### src/rtl/gpio_port_pkg.sv
package gpio_port_pkg;

  typedef enum logic [1:0] {
    MODE_IN  = 2'd0,
    MODE_OUT = 2'd1,
    MODE_ALT = 2'd2,
    MODE_ANA = 2'd3
  } pin_mode_e;

  typedef enum logic [1:0] {
    PULL_NONE = 2'd0,
    PULL_UP   = 2'd1,
    PULL_DOWN = 2'd2,
    PULL_RSVD = 2'd3
  } pin_pull_e;

  // byte offsets of the register words
  localparam logic [7:0] OFF_MODE  = 8'h00;
  localparam logic [7:0] OFF_OTYPE = 8'h04;
  localparam logic [7:0] OFF_SPEED = 8'h08;
  localparam logic [7:0] OFF_PULL  = 8'h0C;
  localparam logic [7:0] OFF_IN    = 8'h10;
  localparam logic [7:0] OFF_OUT   = 8'h14;
  localparam logic [7:0] OFF_SETCL = 8'h18;
  localparam logic [7:0] OFF_SELLO = 8'h20;
  localparam logic [7:0] OFF_SELHI = 8'h24;

endpackage

### src/rtl/gpio_in_sync.sv
module gpio_in_sync #(
  parameter int WIDTH  = 16,
  parameter int STAGES = 2
) (
  input  logic             clk,
  input  logic             rst_n,
  input  logic [WIDTH-1:0] raw_i,
  output logic [WIDTH-1:0] sync_o
);

  logic [STAGES-1:0][WIDTH-1:0] chain_q;
  logic [STAGES-1:0][WIDTH-1:0] chain_d;

  always_comb begin
    chain_d[0] = raw_i;
    for (int s = 1; s < STAGES; s++) begin
      chain_d[s] = chain_q[s-1];
    end
  end

  always_ff @(posedge clk or negedge rst_n) begin
    if (!rst_n) begin
      chain_q <= '0;
    end else begin
      chain_q <= chain_d;
    end
  end

  assign sync_o = chain_q[STAGES-1];

endmodule

### src/rtl/gpio_regfile.sv
module gpio_regfile
  import gpio_port_pkg::*;
#(
  parameter int NUM_PINS = 16,
  parameter int ADDR_W   = 6,
  parameter int DATA_W   = 32,
  parameter int SEL_W    = 4
) (
  input  logic                       clk,
  input  logic                       rst_n,
  input  logic [ADDR_W-1:0]          bus_addr,
  input  logic                       bus_wr,
  input  logic [DATA_W-1:0]          bus_wdata,
  output logic [DATA_W-1:0]          bus_rdata,
  input  logic [NUM_PINS-1:0]        pin_level_i,
  output logic [2*NUM_PINS-1:0]      mode_o,
  output logic [NUM_PINS-1:0]        otype_o,
  output logic [2*NUM_PINS-1:0]      speed_o,
  output logic [2*NUM_PINS-1:0]      pull_o,
  output logic [SEL_W*NUM_PINS-1:0]  afsel_o,
  output logic [NUM_PINS-1:0]        out_level_o
);

  localparam int FIELD2_W = 2 * NUM_PINS;
  localparam int HALF     = NUM_PINS / 2;
  localparam int SELH_W   = SEL_W * HALF;

  logic [7:0] reg_off;

  logic [FIELD2_W-1:0] mode_q, mode_d;
  logic [NUM_PINS-1:0] otype_q, otype_d;
  logic [FIELD2_W-1:0] speed_q, speed_d;
  logic [FIELD2_W-1:0] pull_q, pull_d;
  logic [SELH_W-1:0]   sello_q, sello_d;
  logic [SELH_W-1:0]   selhi_q, selhi_d;
  logic [NUM_PINS-1:0] out_q, out_d;

  logic mode_en, otype_en, speed_en, pull_en, sello_en, selhi_en, out_en;
  logic wr_out, wr_setcl;
  logic [NUM_PINS-1:0] set_bits, clr_bits;

  // byte offset of the addressed word, low two address bits dropped
  always_comb begin
    reg_off = 8'({bus_addr[ADDR_W-1:2], 2'b00});
  end

  // next-state and clock enables
  always_comb begin
    mode_en  = bus_wr && (reg_off == OFF_MODE);
    otype_en = bus_wr && (reg_off == OFF_OTYPE);
    speed_en = bus_wr && (reg_off == OFF_SPEED);
    pull_en  = bus_wr && (reg_off == OFF_PULL);
    sello_en = bus_wr && (reg_off == OFF_SELLO);
    selhi_en = bus_wr && (reg_off == OFF_SELHI);
    wr_out   = bus_wr && (reg_off == OFF_OUT);
    wr_setcl = bus_wr && (reg_off == OFF_SETCL);
    out_en   = wr_out || wr_setcl;

    mode_d  = bus_wdata[FIELD2_W-1:0];
    otype_d = bus_wdata[NUM_PINS-1:0];
    speed_d = bus_wdata[FIELD2_W-1:0];
    pull_d  = bus_wdata[FIELD2_W-1:0];
    sello_d = bus_wdata[SELH_W-1:0];
    selhi_d = bus_wdata[SELH_W-1:0];

    set_bits = bus_wdata[NUM_PINS-1:0];
    clr_bits = bus_wdata[2*NUM_PINS-1:NUM_PINS];
    if (wr_out) begin
      out_d = bus_wdata[NUM_PINS-1:0];
    end else begin
      // set is applied after clear so that it wins on a conflict
      out_d = (out_q & ~clr_bits) | set_bits;
    end
  end

  always_ff @(posedge clk or negedge rst_n) begin
    if (!rst_n) begin
      mode_q  <= '0;
      otype_q <= '0;
      speed_q <= '0;
      pull_q  <= '0;
      sello_q <= '0;
      selhi_q <= '0;
      out_q   <= '0;
    end else begin
      if (mode_en)  mode_q  <= mode_d;
      if (otype_en) otype_q <= otype_d;
      if (speed_en) speed_q <= speed_d;
      if (pull_en)  pull_q  <= pull_d;
      if (sello_en) sello_q <= sello_d;
      if (selhi_en) selhi_q <= selhi_d;
      if (out_en)   out_q   <= out_d;
    end
  end

  // read mux
  always_comb begin
    bus_rdata = '0;
    case (reg_off)
      OFF_MODE:  bus_rdata[FIELD2_W-1:0] = mode_q;
      OFF_OTYPE: bus_rdata[NUM_PINS-1:0] = otype_q;
      OFF_SPEED: bus_rdata[FIELD2_W-1:0] = speed_q;
      OFF_PULL:  bus_rdata[FIELD2_W-1:0] = pull_q;
      OFF_IN:    bus_rdata[NUM_PINS-1:0] = pin_level_i;
      OFF_OUT:   bus_rdata[NUM_PINS-1:0] = out_q;
      OFF_SELLO: bus_rdata[SELH_W-1:0]   = sello_q;
      OFF_SELHI: bus_rdata[SELH_W-1:0]   = selhi_q;
      default:   bus_rdata = '0;
    endcase
  end

  assign mode_o      = mode_q;
  assign otype_o     = otype_q;
  assign speed_o     = speed_q;
  assign pull_o      = pull_q;
  assign afsel_o     = {selhi_q, sello_q};
  assign out_level_o = out_q;

  AST_SETCL_SET: assert property (@(posedge clk) disable iff (!rst_n)
    wr_setcl |=> ((out_q & $past(bus_wdata[NUM_PINS-1:0])) == $past(bus_wdata[NUM_PINS-1:0])));

  AST_SETCL_CLR: assert property (@(posedge clk) disable iff (!rst_n)
    wr_setcl |=> ((out_q & $past(bus_wdata[2*NUM_PINS-1:NUM_PINS])
                   & ~$past(bus_wdata[NUM_PINS-1:0])) == '0));

  AST_SETCL_KEEP: assert property (@(posedge clk) disable iff (!rst_n)
    wr_setcl |=> (((out_q ^ $past(out_q)) & ~($past(bus_wdata[NUM_PINS-1:0])
                   | $past(bus_wdata[2*NUM_PINS-1:NUM_PINS]))) == '0));

  AST_SETCL_RDZ: assert property (@(posedge clk) disable iff (!rst_n)
    (reg_off == OFF_SETCL) |-> (bus_rdata == '0));

  AST_IN_WR_IGNORED: assert property (@(posedge clk) disable iff (!rst_n)
    (bus_wr && (reg_off == OFF_IN)) |=> ($stable(mode_q) && $stable(out_q) && $stable(otype_q)
                                         && $stable(pull_q)));

endmodule

### src/rtl/gpio_pin_ctrl.sv
module gpio_pin_ctrl
  import gpio_port_pkg::*;
#(
  parameter int AF_NUM = 16,
  parameter int SEL_W  = 4
) (
  input  logic [1:0]        mode_i,
  input  logic              otype_i,
  input  logic [1:0]        pull_i,
  input  logic [SEL_W-1:0]  afsel_i,
  input  logic              out_level_i,
  input  logic [AF_NUM-1:0] af_src_i,
  output logic              pad_out_o,
  output logic              pad_oe_o,
  output logic              pad_od_o,
  output logic              pad_pu_o,
  output logic              pad_pd_o
);

  pin_mode_e md;
  pin_pull_e pl;
  logic      drive_mode;
  logic      level;

  always_comb begin
    md         = pin_mode_e'(mode_i);
    pl         = pin_pull_e'(pull_i);
    drive_mode = (md == MODE_OUT) || (md == MODE_ALT);
    level      = (md == MODE_ALT) ? af_src_i[afsel_i] : out_level_i;
    pad_out_o  = level;
    pad_od_o   = otype_i;
    // open-drain pins only pull low
    pad_oe_o   = drive_mode && (!otype_i || !level);
    pad_pu_o   = (pl == PULL_UP);
    pad_pd_o   = (pl == PULL_DOWN);
  end

endmodule

### src/rtl/gpio_port.sv
module gpio_port
  import gpio_port_pkg::*;
#(
  parameter int NUM_PINS    = 16,
  parameter int ADDR_W      = 6,
  parameter int DATA_W      = 32,
  parameter int AF_NUM      = 16,
  parameter int SYNC_STAGES = 2
) (
  input  logic                       clk,
  input  logic                       rst_n,
  input  logic [ADDR_W-1:0]          bus_addr,
  input  logic                       bus_wr,
  input  logic [DATA_W-1:0]          bus_wdata,
  output logic [DATA_W-1:0]          bus_rdata,
  input  logic [NUM_PINS-1:0]        pad_in,
  input  logic [NUM_PINS*AF_NUM-1:0] af_src,
  output logic [NUM_PINS-1:0]        pad_out,
  output logic [NUM_PINS-1:0]        pad_oe,
  output logic [NUM_PINS-1:0]        pad_od,
  output logic [NUM_PINS-1:0]        pad_pu,
  output logic [NUM_PINS-1:0]        pad_pd,
  output logic [2*NUM_PINS-1:0]      pad_speed
);

  localparam int SEL_W = $clog2(AF_NUM);

  // reset: asserted asynchronously, released on the clock
  logic rst_meta_q, rst_sync_q;

  always_ff @(posedge clk or negedge rst_n) begin
    if (!rst_n) begin
      rst_meta_q <= 1'b0;
      rst_sync_q <= 1'b0;
    end else begin
      rst_meta_q <= 1'b1;
      rst_sync_q <= rst_meta_q;
    end
  end

  logic [NUM_PINS-1:0]       pin_level;
  logic [2*NUM_PINS-1:0]     mode_w;
  logic [NUM_PINS-1:0]       otype_w;
  logic [2*NUM_PINS-1:0]     pull_w;
  logic [SEL_W*NUM_PINS-1:0] afsel_w;
  logic [NUM_PINS-1:0]       out_level_w;

  gpio_in_sync #(
    .WIDTH  (NUM_PINS),
    .STAGES (SYNC_STAGES)
  ) u_in_sync (
    .clk    (clk),
    .rst_n  (rst_sync_q),
    .raw_i  (pad_in),
    .sync_o (pin_level)
  );

  gpio_regfile #(
    .NUM_PINS (NUM_PINS),
    .ADDR_W   (ADDR_W),
    .DATA_W   (DATA_W),
    .SEL_W    (SEL_W)
  ) u_regfile (
    .clk         (clk),
    .rst_n       (rst_sync_q),
    .bus_addr    (bus_addr),
    .bus_wr      (bus_wr),
    .bus_wdata   (bus_wdata),
    .bus_rdata   (bus_rdata),
    .pin_level_i (pin_level),
    .mode_o      (mode_w),
    .otype_o     (otype_w),
    .speed_o     (pad_speed),
    .pull_o      (pull_w),
    .afsel_o     (afsel_w),
    .out_level_o (out_level_w)
  );

  for (genvar p = 0; p < NUM_PINS; p++) begin : g_pin
    gpio_pin_ctrl #(
      .AF_NUM (AF_NUM),
      .SEL_W  (SEL_W)
    ) u_pin (
      .mode_i      (mode_w[2*p +: 2]),
      .otype_i     (otype_w[p]),
      .pull_i      (pull_w[2*p +: 2]),
      .afsel_i     (afsel_w[SEL_W*p +: SEL_W]),
      .out_level_i (out_level_w[p]),
      .af_src_i    (af_src[AF_NUM*p +: AF_NUM]),
      .pad_out_o   (pad_out[p]),
      .pad_oe_o    (pad_oe[p]),
      .pad_od_o    (pad_od[p]),
      .pad_pu_o    (pad_pu[p]),
      .pad_pd_o    (pad_pd[p])
    );

    AST_OE_MODE: assert property (@(posedge clk) disable iff (!rst_sync_q)
      pad_oe[p] |-> (mode_w[2*p +: 2] == MODE_OUT || mode_w[2*p +: 2] == MODE_ALT));

    AST_PP_DRIVES: assert property (@(posedge clk) disable iff (!rst_sync_q)
      ((mode_w[2*p +: 2] == MODE_OUT) && !pad_od[p]) |-> pad_oe[p]);

    AST_OD_LOW_ONLY: assert property (@(posedge clk) disable iff (!rst_sync_q)
      (pad_oe[p] && pad_od[p]) |-> !pad_out[p]);

    AST_PULL_EXCL: assert property (@(posedge clk) disable iff (!rst_sync_q)
      !(pad_pu[p] && pad_pd[p]));
  end

endmodule

### config.mk
export PLATFORM = sky130hd
export DESIGN_NAME = gpio_port
export DESIGN_NICKNAME = d
export VERILOG_FILES = /design/src/rtl/gpio_port_pkg.sv /design/src/rtl/gpio_in_sync.sv /design/src/rtl/gpio_regfile.sv /design/src/rtl/gpio_pin_ctrl.sv /design/src/rtl/gpio_port.sv
export SDC_FILE = /design/constraint.sdc
export NUM_CORES = 1
export LEC_CHECK = 0
export ABC_AREA = 1
export BUFFER_PORTS_ARGS = -buffer_cell sky130_fd_sc_hd__buf_2
export CORE_AREA = 4 4 175 177
export CTS_CLUSTER_DIAMETER = 150
export DETAILED_ROUTE_END_ITERATION = 8
export DIE_AREA = 0 0 179 181
export GPL_ROUTABILITY_DRIVEN = 0
export PLACE_DENSITY_LB_ADDON = 0.12
export SYNTH_ARGS = -nofsm -noshare
export SYNTH_HDL_FRONTEND = slang
export SYNTH_SLANG_ARGS = --single-unit
### constraint.sdc
create_clock -name clk -period 14.31 [get_ports clk]
set_input_delay 2.862 -clock clk [delete_from_list [all_inputs] [get_ports clk]]
set_output_delay 2.862 -clock clk [all_outputs]
set_load 0.02 [all_outputs]
Yosys cells after proc, flatten, opt, wreduce, memory -nomap -nowiden
Index checks and enable logic that the tools add are counted.
{"block": "classes", "order_cmp": 16, "n_eq_ne": 72, "n_mux": 51, "n_bitwise": 3, "n_reduce_logical": 90}
{"operator": "16-bit one-hot mux with 8 select lines", "count": 1}
{"operator": "4-bit by 5-bit less-than comparator with 1-bit output, second input constant", "count": 16}
{"operator": "16-bit one-hot mux with 5 select lines", "count": 1}
{"operator": "1-bit binary-select mux with 4-bit select", "count": 16}
{"operator": "2-bit by 1-bit equality test with 1-bit output, second input constant", "count": 32}
{"operator": "2-bit equality test, second input constant", "count": 32}
{"operator": "1-bit logical OR", "count": 33}
{"operator": "1-bit zero test", "count": 32}
{"operator": "1-bit two-way mux", "count": 32}
{"operator": "1-bit logical AND", "count": 24}
{"operator": "16-bit bitwise AND", "count": 1}
{"operator": "16-bit two-way mux", "count": 1}
{"operator": "16-bit inverter", "count": 1}
{"operator": "16-bit OR", "count": 1}
{"operator": "4-bit by 3-bit equality test with 1-bit output, second input constant", "count": 3}
{"operator": "4-bit by 2-bit equality test with 1-bit output, second input constant", "count": 2}
{"operator": "4-bit equality test, second input constant", "count": 2}
{"operator": "8-bit zero test", "count": 1}
{"operator": "4-bit by 1-bit equality test with 1-bit output, second input constant", "count": 1}
{"block": "word_totals", "reg_bits": 226, "inputBits": 313, "out_inout_bits": 144, "elab_cells": 243}

Logic depth before layout (Yosys ltp)
{"block": "logic_depth", "depth_word": 6, "depth_mapped": 12, "ltp_nobuf": 10}

Hierarchy
A second synthesis with hierarchy kept.
{"block": "unflattened", "hier_cells": 2099, "hier_area_um2": 14229.9}
{"mod": "gpio_regfile", "instances": 1, "cells_per_inst": 1248, "area_each_um2": 9311.4, "seq_area_each_um2": 4804.6}
{"mod": "gpio_pin_ctrl", "instances": 16, "cells_per_inst": 51, "area_each_um2": 254.0, "seq_area_each_um2": 0.0}
{"mod": "gpio_in_sync", "instances": 1, "cells_per_inst": 32, "area_each_um2": 800.8, "seq_area_each_um2": 800.8}
{"mod": "gpio_port", "instances": 1, "cells_per_inst": 3, "area_each_um2": 53.8, "seq_area_each_um2": 50.0}

Worst setup path before layout
No wires, ideal clock.
{"block": "synth_timing", "path_type": "input to output", "start": "input bus_addr[2]", "end": "output bus_rdata[16]", "t_arrival_ps": 3830, "required_time_ps": 11448, "path_slack_ps": 7618, "stages": 5, "path_buffers": 2, "cell_sequence": "nor2_1 nand2_1 buf_6 buf_6 o221ai_1"}
{"block": "synth_via", "elab_chain_cells": 2, "elab_cells_between_ends": 6, "classes_between": "eq/ne (4); mux (1); reduce/logical (1)"}
{"item": "start: declaration", "line": "gpio_port.sv:12", "rtl": "input logic [ADDR_W-1:0] bus_addr,"}
{"item": "4-bit equality test (tied with other cells)", "line": "gpio_regfile.sv:99", "rtl": "case (reg_off)"}
{"item": "16-bit one-hot mux with 5 select lines *", "line": "gpio_regfile.sv:99"}
{"item": "end: declaration", "line": "gpio_port.sv:15", "rtl": "output logic [DATA_W-1:0] bus_rdata,"}
Every way passes the cells marked *; elsewhere a longest branch is shown, timed or not.

Worst setup path in the final report
{"block": "layout_timing", "start": "input bus_addr[2]", "end": "output bus_rdata[14]"}
{"block": "layout_via", "elab_chain_cells": 2, "elab_cells_between_ends": 9, "classes_between": "eq/ne (7); mux (1); reduce/logical (1)"}
{"item": "4-bit equality test (tied with other cells)", "line": "gpio_regfile.sv:99"}
{"item": "16-bit one-hot mux with 8 select lines *", "line": "gpio_regfile.sv:99"}
Marked as above.

==> impl_metrics.yaml <==
status:
  status: "finished, final reports clean"
global_route:
  gr-usage-all-layers: 0.2935
  grt_first_pass_wirelength_um: 73770
  first_global_vias: 13050
  grt_overflow: 0
  grt_start_max_net_pins: 162
  grt_antenna_before_repair: 4
setup_path:
  crit_arrival_ps: 4850
  critical-path-top-delay-family: "simple AND/OR/NAND/NOR gates"
  cell_chain_critical_path: "buf_2, nor2_1, nand2_2, o22ai_1, a221oi_2, nand2_1, buf_2"
  worstPathMaxFanout: 30
  critical_path.max_stage_delay_ps: 620
  startpoint_type: "primary input"
  timing.setup.critical_path_class: "in -> out"
  worst_path_max_delay_cell: "sky130_fd_sc_hd__nand2_2"
  regToRegSetupSlack_ps: 12410
  worstReg2RegStart: "rst_sync_q"
  crit_buf_inv: 2
  end_kind: "primary output"
  critPathMostFrequentCell: "sky130_fd_sc_hd__buf_2"
  end_of_the_worst_register_to_register_path: "u_regfile.pull_o[30]"
  worst-r2r-cell-count: 1
  critPathRequiredTime_ps: 11450
power:
  powerDensity_mw_per_mm2: 146.2
  design_power_total_mw: 2.329
  power.ir.vdd_worst_mv: 0.09049
  power.static_leakage_nw: 8.667
timing:
  period_share: 0.5388
  period_needed_ps: 7710
  maxSlewViolCount: 0
  clock-skew-final_ps: 24.07
  timing.final.ws_setup_ps: 6600
  max_slew.worst_pin.slew_ps: 999.4
  setup-tns-final_ps: 0
  timing.final.hold_violations: 0
  finalSetupViolations: 0
  achievable-frequency_mhz: 129.7
  rsz0062_at_grt: "false"
  max_slew_margin: 0.3313
clock_tree:
  post_cts.repair.setup_buffers: 0
  clk_latency_ps: 540
  cts_root_buffer: "sky130_fd_sc_hd__clkbuf_16"
  clock-sinks: 226
  postCtsResizedCells: 0
  cts_buffers: 26
  cts_buffer_depth: 3
  clk_pin_slew_worst_paths_ps: 50
  clock_tree.htree_level_count: 1
  tritoncts_clock_tree: "built"
  cts_hold_repair.buffers: 0
place:
  pre_cts_ws_ps: 6634
  io_buffer_count: 454
  detailedPlacementHpwl_um: 35940
cells_and_area:
  finish.utilization: 0.5449
  mostFrequentLayoutCell: "sky130_fd_sc_hd__nand2_1"
  syn2layout_area_growth_pct: 19.78
  layout.nets: 2466
  fillerInstances: 2998
  layout.cells.most_common_list: "577 x sky130_fd_sc_hd__nand2_1, 454 x sky130_fd_sc_hd__buf_2, 226 x sky130_fd_sc_hd__nand3_1"
  drive_above_1_share: 0.2550
flow_run:
  cap_viol_max_count: 0
logic_synthesis:
  syn_inst: 1803
  synth-warning-count: 0
  synth_sequential_area_ratio: 0.4251
  post_synth.cell_area_avg_um2: 7.378
  synthDistinctLibCells: 40
  postSynthNetCount: 2132
  synth.ff_latch_count: 226
  post_synthesis_cell_area_mm2: 0.01330
drt:
  drt_wl_total_um: 49100
  detailed_route_via_count: 13430
  drcViolationCount: 0
  drtPass1Iterations: 6
  drtIter0Drc: 1094
  detail-route-antenna-nets: 0
  vias_per_cell: 5.265
  routedWlPerCell_um: 19.26
floorplanning:
  std_cell_rows: 63
  die-area_mm2: 0.03240
  initial_utilization: 0.4549
  die_w_um: 179
  core_area_mm2: 0.02924
  boundaryPins: 457
  die_height_um: 181
hold_path:
  hold_path_end: "u_in_sync.sync_o[6]"
  hold_path.class: "reg -> reg"
  timing.hold.worst_path_depth: 0
  timing.hold.worst.start: "u_in_sync.chain_d[22]"
-- cell type report --
type	count	area, um2	area share
multi-input cells	1234	5883	0.3692
flip-flops and latches	226	5659	0.3552
repair buffers	455	2292	0.1439
clock buffers	39	779.5	0.04892
inverters	194	738.2	0.04633
well taps	390	488.0	0.03062
clock inverters	9	86.33	0.005418
diodes	3	7.507	0.0004711
-- logic make-up (layout without fill, tap and decap cells) --
family          Yosys count  after routing  share of synthesized area
simple gates            900            900                     0.2904
buf+inv                 343            697                     0.1328
compound gates          317            317                     0.1364
flops                   226            226                     0.4251
fa+ha+maj                16             16                    0.01505
other cells               1              4                  0.0002819
-- synth_stat cells, drive strengths merged --
master	count	area (um2)
o22ai	29	181.4
inv	182	693.2
dfrtp	226	5655
nand4	2	12.51
nand3	227	1149
and2	16	100.1
clkbuf	13	51.30
a21oi	28	140.1
a211oi	2	20.02
o211ai	4	43.79
nand2	590	2290
nor2	49	211.5
a221oi	20	187.7
o21ai	215	1087
ha	16	200.2
buf	136	977.2
a31oi	5	31.28
clkinv	12	45.04
a22o	3	26.28
o221ai	8	70.07
or2	16	100.1
conb	1	3.750
o2111ai	3	26.28
-- flip-flops by register name, summed over array words and instances, names as in the netlist --
signal,cells
u_regfile.mode_o,32
u_regfile.pull_o,32
u_regfile.selhi_q,32
u_regfile.sello_q,32
u_regfile.speed_o,32
u_in_sync.chain_d,16
u_in_sync.sync_o,16
u_regfile.otype_o,16
u_regfile.out_level_o,16
rst_meta_q,1
rst_sync_q,1
-- report_power, final --
part | internal, mW | switching [mW] | total, mW
combinational | 0.271 | 0.492 | 0.763
clock | 0.394 | 0.271 | 0.665
sequential | 0.757 | 0.143 | 0.901
total | 1.42 | 0.907 | 2.33
-- metrics by stage --
step | hold slack (ps) | cell area (um2) | instances
4_1_cts | 347.2 | 15930 | 2547
5_1_grt | 348.7 | 15930 | 2550
3_5_place_dp | 335.5 | 15060 | 2499
6_report | 345.5 | 15930 | 2550
3_3_place_gp | 333.1 | 15060 | 2499
2_1_floorplan | 331.2 | 13300 | 1803
-- how the worst max path moves through the flow --
stage,startpoint,end,slack [ps],depth (start not counted)
6_report,bus_addr[2],bus_rdata[14],6600,7
5_1_grt,bus_addr[2],bus_rdata[10],6500,7
4_1_cts,bus_addr[2],bus_rdata[14],6630,7
3_5_place_dp,bus_addr[2],bus_rdata[14],6630,7
3_3_place_gp,bus_addr[2],bus_rdata[14],6660,7
2_1_floorplan,rst_sync_q,u_in_sync.chain_d[16],7550,0
-- metal layers --
layer,part of all wire,vias up,global-route usage
li1,-,6480,-
met4,0.026,0,0.08597
met3,0.079,79,0.05712
met1,0.41,6320,0.3769
met5,0,-,0
met2,0.49,547,0.5013
Note: power is estimated with default switching activity, not from simulation.
